### src/rtl/cmp_branch_unit.sv
module cmp_branch_unit #(
  parameter int DATA_W   = 32,
  parameter int PC_W     = 32,
  parameter int OFF_W    = 10,
  parameter int COND_W   = 4,
  parameter int NUM_COND = 10
) (
  input  logic              clk,
  input  logic              rst_n,
  input  logic              cmp_valid,
  input  logic [DATA_W-1:0] cmp_a,
  input  logic [DATA_W-1:0] cmp_b,
  input  logic              br_valid,
  input  logic [COND_W-1:0] br_cond,
  input  logic [OFF_W-1:0]  br_offset,
  input  logic [PC_W-1:0]   pc_in,
  output logic              br_taken,
  output logic [PC_W-1:0]   next_pc,
  output logic              bad_cond
);
  localparam logic [PC_W-1:0] STEP = PC_W'(2);
  localparam int EXT_W = PC_W - OFF_W - 1;

  logic [DATA_W-1:0] lhs_q, rhs_q;
  logic              eq, lt_s, lt_u, hit, legal;
  logic [PC_W-1:0]   disp, seq_pc, jmp_pc;

  always_ff @(posedge clk or negedge rst_n) begin
    if (!rst_n) begin
      lhs_q <= '0;
      rhs_q <= '0;
    end else if (cmp_valid) begin
      lhs_q <= cmp_a;
      rhs_q <= cmp_b;
    end
  end

  assign eq    = (lhs_q == rhs_q);
  assign lt_s  = ($signed(lhs_q) < $signed(rhs_q));
  assign lt_u  = (lhs_q < rhs_q);
  assign legal = (32'(br_cond) < NUM_COND);

  always_comb begin
    case (br_cond)
      COND_W'(0): hit = eq;
      COND_W'(1): hit = !eq;
      COND_W'(2): hit = lt_s;
      COND_W'(3): hit = !lt_s && !eq;
      COND_W'(4): hit = lt_u;
      COND_W'(5): hit = !lt_u && !eq;
      COND_W'(6): hit = !lt_s;
      COND_W'(7): hit = lt_s || eq;
      COND_W'(8): hit = !lt_u;
      COND_W'(9): hit = lt_u || eq;
      default:    hit = 1'b0;
    endcase
  end

  assign disp   = {{EXT_W{br_offset[OFF_W-1]}}, br_offset, 1'b0};
  assign seq_pc = pc_in + STEP;
  assign jmp_pc = seq_pc + disp;

  always_ff @(posedge clk or negedge rst_n) begin
    if (!rst_n) begin
      br_taken <= 1'b0;
      bad_cond <= 1'b0;
      next_pc  <= '0;
    end else if (br_valid) begin
      br_taken <= hit && legal;
      bad_cond <= !legal;
      next_pc  <= (hit && legal) ? jmp_pc : seq_pc;
    end
  end
endmodule

### config.mk
export PLATFORM = sky130hd
export DESIGN_NAME = cmp_branch_unit
export DESIGN_NICKNAME = d
export VERILOG_FILES = /design/src/rtl/cmp_branch_unit.sv
export SDC_FILE = /design/constraint.sdc
export NUM_CORES = 1
export LEC_CHECK = 0
export ABC_AREA = 1
export CAP_MARGIN = 20
export CORE_MARGIN = 1
export CORE_UTILIZATION = 60
export CTS_BUF_LIST = sky130_fd_sc_hd__clkbuf_8
export DETAILED_ROUTE_END_ITERATION = 8
export DONT_BUFFER_PORTS = 1
export MAX_ROUTING_LAYER = met4
export PLACE_DENSITY = 0.77
export SYNTH_ARGS = -nofsm -noshare
export SYNTH_HDL_FRONTEND = slang
export SYNTH_SLANG_ARGS = --single-unit
### constraint.sdc
create_clock -name clk -period 2.15 [get_ports clk]
set_input_delay 0.215 -clock clk [delete_from_list [all_inputs] [get_ports clk]]
set_output_delay 0.215 -clock clk [all_outputs]
set_load 0.05 [all_outputs]
==> flow_summary.ini, run 1 <==
[outcome]
status = aborted with a tool error
stop_stage = global routing
error = [ERROR GRT-0232] Routing congestion too high. Check the congestion heatmap in the GUI.

[place]
place_ws_ns = -1.16
dp.final_hpwl_um = 16500
port_buffers = 0
dp.cells = 1338
place_area_um2 = 9310
gp_congestion = 0.974

[synth]
avgSynthCellArea_um2 = 7.44
synth_nets = 1194
yosysSeqAreaShare_pct = 32.4
synth.distinct_cells = 43
ys_seq_elements = 98
syn_area_um2 = 7560
ys_warn_count = 0
ys_async_sr_fraction_pct = 100
synth-edff-count = 0
synthCells = 1016
synth_flop_cell = dfrtp_1

[sta]
worstEndpointGrtRepair = next_pc[31]$_DFFE_PN0P_/D
worst-ep-kind = register data pin

[floorplan]
fp.dieH_um = 114
rows = 40
die_w_um = 114
ios = 148
start_util_pct = 62.2

[clock_network]
cts_buffers = 9
htree_levels = 3
clock-root-buffer = clkbuf_8
cts_sinks = 98
clockBufferDepth = 2

[grt]
grt.overflow.total = 1494
grt_max_degree = 99
track_usage_pct = 105
[per-layer routing]
| metal | GRT usage [%] | overflow |
|---|---|---|
| met3 | 68.6 | 16 |
| met5 | - | - |
| met4 | 118 | 274 |
| met1 | 89.4 | 28 |
| met2 | 146 | 1176 |
[cell usage after synthesis (3+ instances only)]
library cell  count  area [um^2]
buf_1             4         15.0
nor2_2            4         25.0
xor2_1           32          280
nor4_1            6         37.5
o21ai_1           3         15.0
nand2_2          12         75.1
nand2_1         263          987
nor3_1           17         85.1
a21o_1            8         60.1
nand4_1          32          200
a21oi_1          49          245
nor2_1           62          233
a31oi_1           3         18.8
xnor2_1          10         87.6
o31ai_1           3         22.5
o21ai_0          53          265
dfrtp_1          98         2450
buf_4             4         30.0
o21bai_1          4         30.0
a21boi_0          3         22.5
inv_1           134          503
mux2_2           32          360
nand3_2           7         70.1
clkbuf_1         15         56.3
o21a_1            3         22.5
ha_1             63          788
nand3_1          72          360
[timing repair]
| action | 4_1_cts |
|---|---|
| endpoints found under the hold margin | 194 |
| pin swaps | 55 |
| setup buffers | 36 |
| hold buffers | 68 |
| gates resized for setup | 111 |
| cloned | 2 |
| setup endpoints to repair | 32 |
[through the flow]
| stage | util [%] | hold slack (ns) |
|---|---|---|
| floorplan | - | -0.0806 |
| global placement | 76.5 | -0.0785 |
| detailed placement | 76.5 | -0.0788 |
| CTS | 90.9 | -0.509 |
[cells by family after synthesis]
kind of cell,count (synthesis),share of synthesized area (%)
AO/OA/AOI/OAI,135,10.1
flip-flops,98,32.4
AND/OR/NAND/NOR,484,28.7
adder cells (fa/ha/maj),64,10.7
multiplexers,32,4.77
XOR/XNOR,42,4.87
buffers and inverters,161,8.44
==> run 2, diff against run 1 <==
CORE_UTILIZATION = 40   (was 60)
CTS_BUF_LIST = unset   (was sky130_fd_sc_hd__clkbuf_8)
MAX_ROUTING_LAYER = unset   (was met4)
PLACE_DENSITY = unset   (was 0.77)
PLACE_DENSITY_LB_ADDON = 0.15   (was unset)
clock period = 2.8 ns   (was 2.15 ns; I/O delays follow)
==> run 2 against run 1 <==
  * The run now ends clean
  * Synthesized cell count is the same
  * Area after synthesis unchanged
==> flow_summary.ini, run 2 <==
[sta]
setup_slack_ns = 0.0187
rsz0062_at_grt = yes
fin_skew_ns = 0.0113
worst_pin_slew_ns = 0.559
maxSlewViolCount = 0
fmax_ghz = 0.360
hold_violations = 0
post-route-period-util_pct = 99.3
finalSetupViolCount = 0
fin_crit_ns = 2.78
slew_headroom_pct = 62.7
hold-worst-slack_ns = 0.0382

[route]
num_vias = 7318
drc = 0
drt_pass1_iterations = 5
avgRoutedWirePerCell_um = 15.7
postRouteAntennaNets = 0
first_iter_violations = 383
drt-total-wl_um = 22000
vias_per_cell = 5.22

[critical_path]
cp_top_family = simple AND/OR/NAND/NOR gates
setup.worst_path.end = next_pc[27]
timing.rr.start = lhs_q[31]
path_class = in2reg
crit_chain = ha_4 > nand3_4 > nor2_4 > inv_2 > nor2_4 > nand2_2 > nor2_4 > buf_4 > xor2_1 > buf_4 > ha_1 > buf_4 > nand2_1 > inv_1 > a21o_1 > a21o_1 > a221oi_1 > nand2_1 > nand2_1 > nand2_1 > nand3_1 > nand3_2
worst-path-buf-inv = 5
cp.required_ns = 3.04
critPathCaptureType = flip-flop
rr_worst_depth = 17
arrival_ns = 3.02
crit_slowest_cell = a221oi_1
startpoint = pc_in[1]
crit_fanout = 3
rrSetupSlack_ns = 0.21
start_kind = primary input
reg2reg_to = next_pc[27]
critical_path_depth = 22
cp_slowest_stage_delay_ns = 0.36
cp_common_cell = nand2_1

[synth]
synth_flop_cell = dfrtp_1
avgSynthCellArea_um2 = 7.44
synthCells = 1016
ys_async_sr_fraction_pct = 100
syn_area_um2 = 7560
yosys.area.top_type_share_pct = 32.4
synth-edff-count = 0
synthTopCellsByArea = dfrtp_1 (32%), nand2_1 (13%), ha_1 (10%)
ys_warn_count = 0
yosysMostFrequentCell = nand2_1
yosysSeqAreaShare_pct = 32.4
synth_top_cells_by_count = nand2_1 (263), inv_1 (134), dfrtp_1 (98), nand3_1 (72), ha_1 (63)
synth.distinct_cells = 43
synth_nets = 1194
yosys.area.top_type = dfrtp_1
ys_seq_elements = 98

[clock_network]
clockBufferDepth = 2
clk_pin_slew_ns = 0.07
tritoncts = done
cts_sinks = 98
clock-root-buffer = clkbuf_16
htree_levels = 3
insertion_delay_ns = 0.36
cts_buffers = 9

[hold_path]
hold_class = in2reg

[layout]
antennaDiodeCount = 0
fill_cells = 1742
area_delta_synth_final_pct = 34.5
drive_gt1_share_pct = 31.7
finalInstanceArea_um2 = 10200
utilization_pct = 55.7
top_regs = lhs_q (32), next_pc (32), rhs_q (32)
layout_common_cells = nand2_1 (242), buf_4 (159), inv_1 (122)
layout_commonest_cell = nand2_1
nets = 1346

[place]
dp.final_hpwl_um = 16800
port_buffers = 0
place_area_um2 = 8940
gp_congestion = 0.919
place_ws_ns = -0.552

[power_and_ir_drop]
power.total_mw = 4.98
powerDensity_nw_per_um2 = 489
p_switching_mw = 1.93
p_leak_nw = 5.00
ir_drop_uv = 264
intPower_mw = 3.05
p_clk_share_pct = 25.8
pwr-share-seq_pct = 42.0
swShare_pct = 38.8
combPwrFrac_pct = 32.1

[outcome]
status = complete, no violations

[floorplan]
dieArea_um2 = 19500
die_w_um = 139
start_util_pct = 41.4
ios = 148
fp.dieH_um = 139
core_area_um2 = 18300
rows = 49

[grt]
grt_max_degree = 99
grt.overflow.total = 0
first_global_vias = 7095
grt_antenna_before_repair = 0
grt_first_pass_wirelength_um = 34800
track_usage_pct = 22.5

[flow_run]
cap_violations = 0
[run 2: logic make-up after synthesis]
logic type,after synthesis,synth area share (%)
adders and majority gates,64,10.7
buffers and inverters,161,8.44
AOI/OAI and AO/OA,135,10.1
muxes,32,4.77
and+or+nand+nor,484,28.7
xor gates and xnor gates,42,4.87
DFF,98,32.4
[run 2: how the worst min path moves through the flow]
stage | to | slack (ns) | startpoint | depth (start not counted)
after CTS | rhs_q[21] | 0.02 | cmp_valid | 1
after detailed placement | lhs_q[8] | -0.01 | rst_n | 0
final | next_pc[0] | 0.04 | br_valid | 2
after floorplan | bad_cond | -0.02 | rst_n | 0
after global placement | lhs_q[8] | -0.01 | rst_n | 0
after global routing | rhs_q[27] | 0.03 | cmp_valid | 1
[run 2: routing by layer]
layer / vias to the layer above / track usage [%] / wire length, um
met5: - / 0 / 0
met4: 0 / 7.25 / 495
met3: 36 / 4.92 / 1430
met2: 221 / 37.9 / 10500
met1: 3400 / 28.6 / 9590
li1: 3661 / - / -
[run 2: worst register-to-register path: stages (launching register included)]
cell       delay [ns]
dfrtp_1          0.41
ha_4             0.30
nand2_1          0.09
nor2_2           0.15
nand2_2          0.09
inv_1            0.12
a21oi_4          0.09
buf_4            0.15
nand3_1          0.07
nand2_1          0.05
nor2_1           0.09
nand2_1          0.07
nor2_2           0.15
nand3_4          0.16
nor2_8           0.21
clkbuf_16        0.21
nand2_2          0.06
nand3_2          0.05
[run 2: what timing repair did]
action / CTS / global route
hold buffers: 2 / 0
gates resized for setup: 19 / 125
hold endpoints to repair: 98 / 0
setup endpoints to repair: 11 / 32
gates cloned: 0 / 1
pin swaps: 5 / 75
setup buffers: 2 / 19
[run 2: through the flow]
stage / instances / setup TNS [ns]
after floorplan: 1016 / -0.606
after global placement: 1363 / -6.47
after detailed placement: 1363 / -6.80
after CTS: 1383 / 0
after global routing: 1402 / -0.717
final: 1402 / 0
[run 2: power by group through the flow]
stage                     combinational, mW  clock (mW)  sequential [mW]
after global placement                 1.34           0             2.12
after CTS                              1.41        1.34             2.10
after floorplan                       0.940           0             2.07
after global routing                   1.79        1.38             2.12
after detailed placement               1.35           0             2.13
final                                  1.60        1.29             2.09
[run 2: area by class of cell]
| class | count | area (um^2) | share of cell area, % |
|---|---|---|---|
| clock buffer | 10 | 229 | 2.25 |
| multi-input combinational | 757 | 5270 | 51.8 |
| tap | 229 | 287 | 2.82 |
| inverter | 135 | 514 | 5.06 |
| clock inverter | 6 | 78.8 | 0.775 |
| timing repair buffer | 167 | 1340 | 13.2 |
| sequential | 98 | 2450 | 24.1 |
(Power assumes the default switching activity.)
==> run 3, diff against run 2 <==
BUFFER_PORTS_ARGS = -buffer_cell sky130_fd_sc_hd__buf_4   (was unset)
CTS_BUF_LIST = sky130_fd_sc_hd__clkbuf_4 sky130_fd_sc_hd__clkbuf_8 sky130_fd_sc_hd__clkbuf_16   (was unset)
DONT_BUFFER_PORTS = unset   (was 1)
==> run 3 against run 2 <==
  * Cell count up 13%
  * Via count up 8.4%
  * Critical path depth up 1
  * Critical endpoint is now next_pc[31]
  * Fmax down 2.2%
  * Sequential cell count unchanged
  * Setup slack worse by 0.061 ns
  * Utilization up 7.6 points
  * Non-clock buffer count up 188
  * Count of clock-buffer cells in the layout down 1
  * Power up 6.5%
  * The run now ends with negative hold slack, negative setup slack left
  * Routed wire length up 5.1%
==> flow_summary.ini, run 3 (synthesis gave the netlist of run 2 again) <==
[floorplan]
start_util_pct = 41.4
rows = 49
ios = 148
core_area_um2 = 18300
fp.dieH_um = 139
dieArea_um2 = 19500
die_w_um = 139

[layout]
utilization_pct = 63.3
antennaDiodeCount = 0
area_delta_synth_final_pct = 52.9
layout_commonest_cell = buf_4
layout_common_cells = buf_4 (348), nand2_1 (243), inv_1 (122)
fin_cells = 1590
top_regs = lhs_q (32), next_pc (32), rhs_q (32)
drive_gt1_share_pct = 41.6
finalInstanceArea_um2 = 11600
nets = 1534

[route]
num_vias = 7931
drt_pass1_iterations = 5
drt-total-wl_um = 23100
postRouteAntennaNets = 0
vias_per_cell = 4.99
drc = 0
first_iter_violations = 353
avgRoutedWirePerCell_um = 14.5

[outcome]
status = finished, violations left
violations = negative hold slack, negative setup slack

[sta]
rsz0062_at_grt = yes
hold_violations = 5
worst_pin_slew_ns = 0.884
fin_crit_ns = 2.84
fin_skew_ns = 0.00742
hold-worst-slack_ns = -0.00605
slew_headroom_pct = 41.0
setup_slack_ns = -0.0425
fmax_ghz = 0.352
totalNegativeSetupSlack_ns = -0.0425
maxSlewViolCount = 0
finalSetupViolCount = 1
post-route-period-util_pct = 102

[clock_network]
insertion_delay_ns = 0.36
holdBufCountCts = 0
clk_pin_slew_ns = 0.07
cts_buffers = 9
clockBufferDepth = 2
tritoncts = done
htree_levels = 3
cts_sinks = 98
clock-root-buffer = clkbuf_16

[power_and_ir_drop]
power.total_mw = 5.30
swShare_pct = 39.2
p_leak_nw = 5.93
combPwrFrac_pct = 44.7
p_clk_share_pct = 23.1
p_switching_mw = 2.08
ir_drop_uv = 280
powerDensity_nw_per_um2 = 459
pwr-share-seq_pct = 32.2
intPower_mw = 3.22

[critical_path]
cp.required_ns = 3.05
critPathCaptureType = flip-flop
arrival_ns = 3.09
path_class = in2reg
start_kind = primary input
crit_fanout = 4

[grt]
grt.overflow.total = 0
grt_max_degree = 94
first_global_vias = 7789
grt_antenna_before_repair = 0
track_usage_pct = 24.0
grt_first_pass_wirelength_um = 37200

[flow_run]
cap_violations = 0

[hold_path]
hold_class = in2async

[place]
dp.cells = 1541
gp_congestion = 0.926
dp.final_hpwl_um = 17500
port_buffers = 147
place_ws_ns = -0.752
place_area_um2 = 10300
run 3: cell count changes in the layout (fill, tap and decap cells not counted), moves of 3 or more:
cell,before,now
buf_4,159,348
nand2_2,28,24
nor2_2,11,15
buf_8,0,3
nand2_4,6,9
o21ai_0,46,43
run 3: layer usage:
layer | track usage [%] | part of all wire [%]
met5 | 0 | 0
met4 | 6.84 | 2.2
met3 | 3.10 | 3.9
met2 | 42.3 | 49
met1 | 30.7 | 45
run 3: worst paths after layout:
path,start,to,slack [ns],depth (start not counted)
worst max-delay path,pc_in[3],next_pc[31],-0.04,23
worst min-delay path,rst_n,rhs_q[9],-0.006,1
worst max register to register,lhs_q[23],next_pc[31],0.25,17
worst min register to register,next_pc[5],next_pc[5],0.48,2
max in group asynchronous,rst_n,lhs_q[15],2.12,2
min in group clk,cmp_b[21],rhs_q[21],0.13,3
run 3: final cells by class:
class / count / area [um^2]
multi-input combinational: 757 / 5300
inverter: 135 / 512
timing repair buffer: 355 / 2720
tap: 229 / 287
clock buffer: 9 / 225
sequential: 98 / 2450
clock inverter: 7 / 63.8
fill: 1655 / 6710
run 3: repair_timing:
action,4_1_cts,5_1_grt
setup buffers,25,9
gates resized for setup,61,97
endpoints found under the setup margin,14,30
pin swaps,36,44
run 3: critical path, stage by stage:
cell and delay (ns):
buf_8 0.08, nand2_4 0.05, nor2_4 0.12, nand3_2 0.10, nor4_2 0.26, buf_4 0.17
buf_4 0.12, nand3_1 0.11, xor2_1 0.20, inv_1 0.12, ha_4 0.32, nand2_1 0.12
nor2_2 0.14, inv_2 0.07, buf_4 0.14, nor4_2 0.25, nand2_1 0.10, nand4_1 0.08
nand2_1 0.05, nand2_1 0.06, nand2_1 0.05, nand2_1 0.05, nand2_1 0.05
run 3: power by group through the flow:
| stage | Clock [mW] | Sequential (mW) | Combinational, mW |
|---|---|---|---|
| 6_report | 1.23 | 1.71 | 2.37 |
| 5_1_grt | 1.31 | 1.73 | 2.58 |
| 4_1_cts | 1.27 | 1.71 | 2.24 |
| 3_5_place_dp | 0 | 1.73 | 2.14 |
| 3_3_place_gp | 0 | 1.73 | 2.12 |
| 2_1_floorplan | 0 | 2.07 | 0.940 |
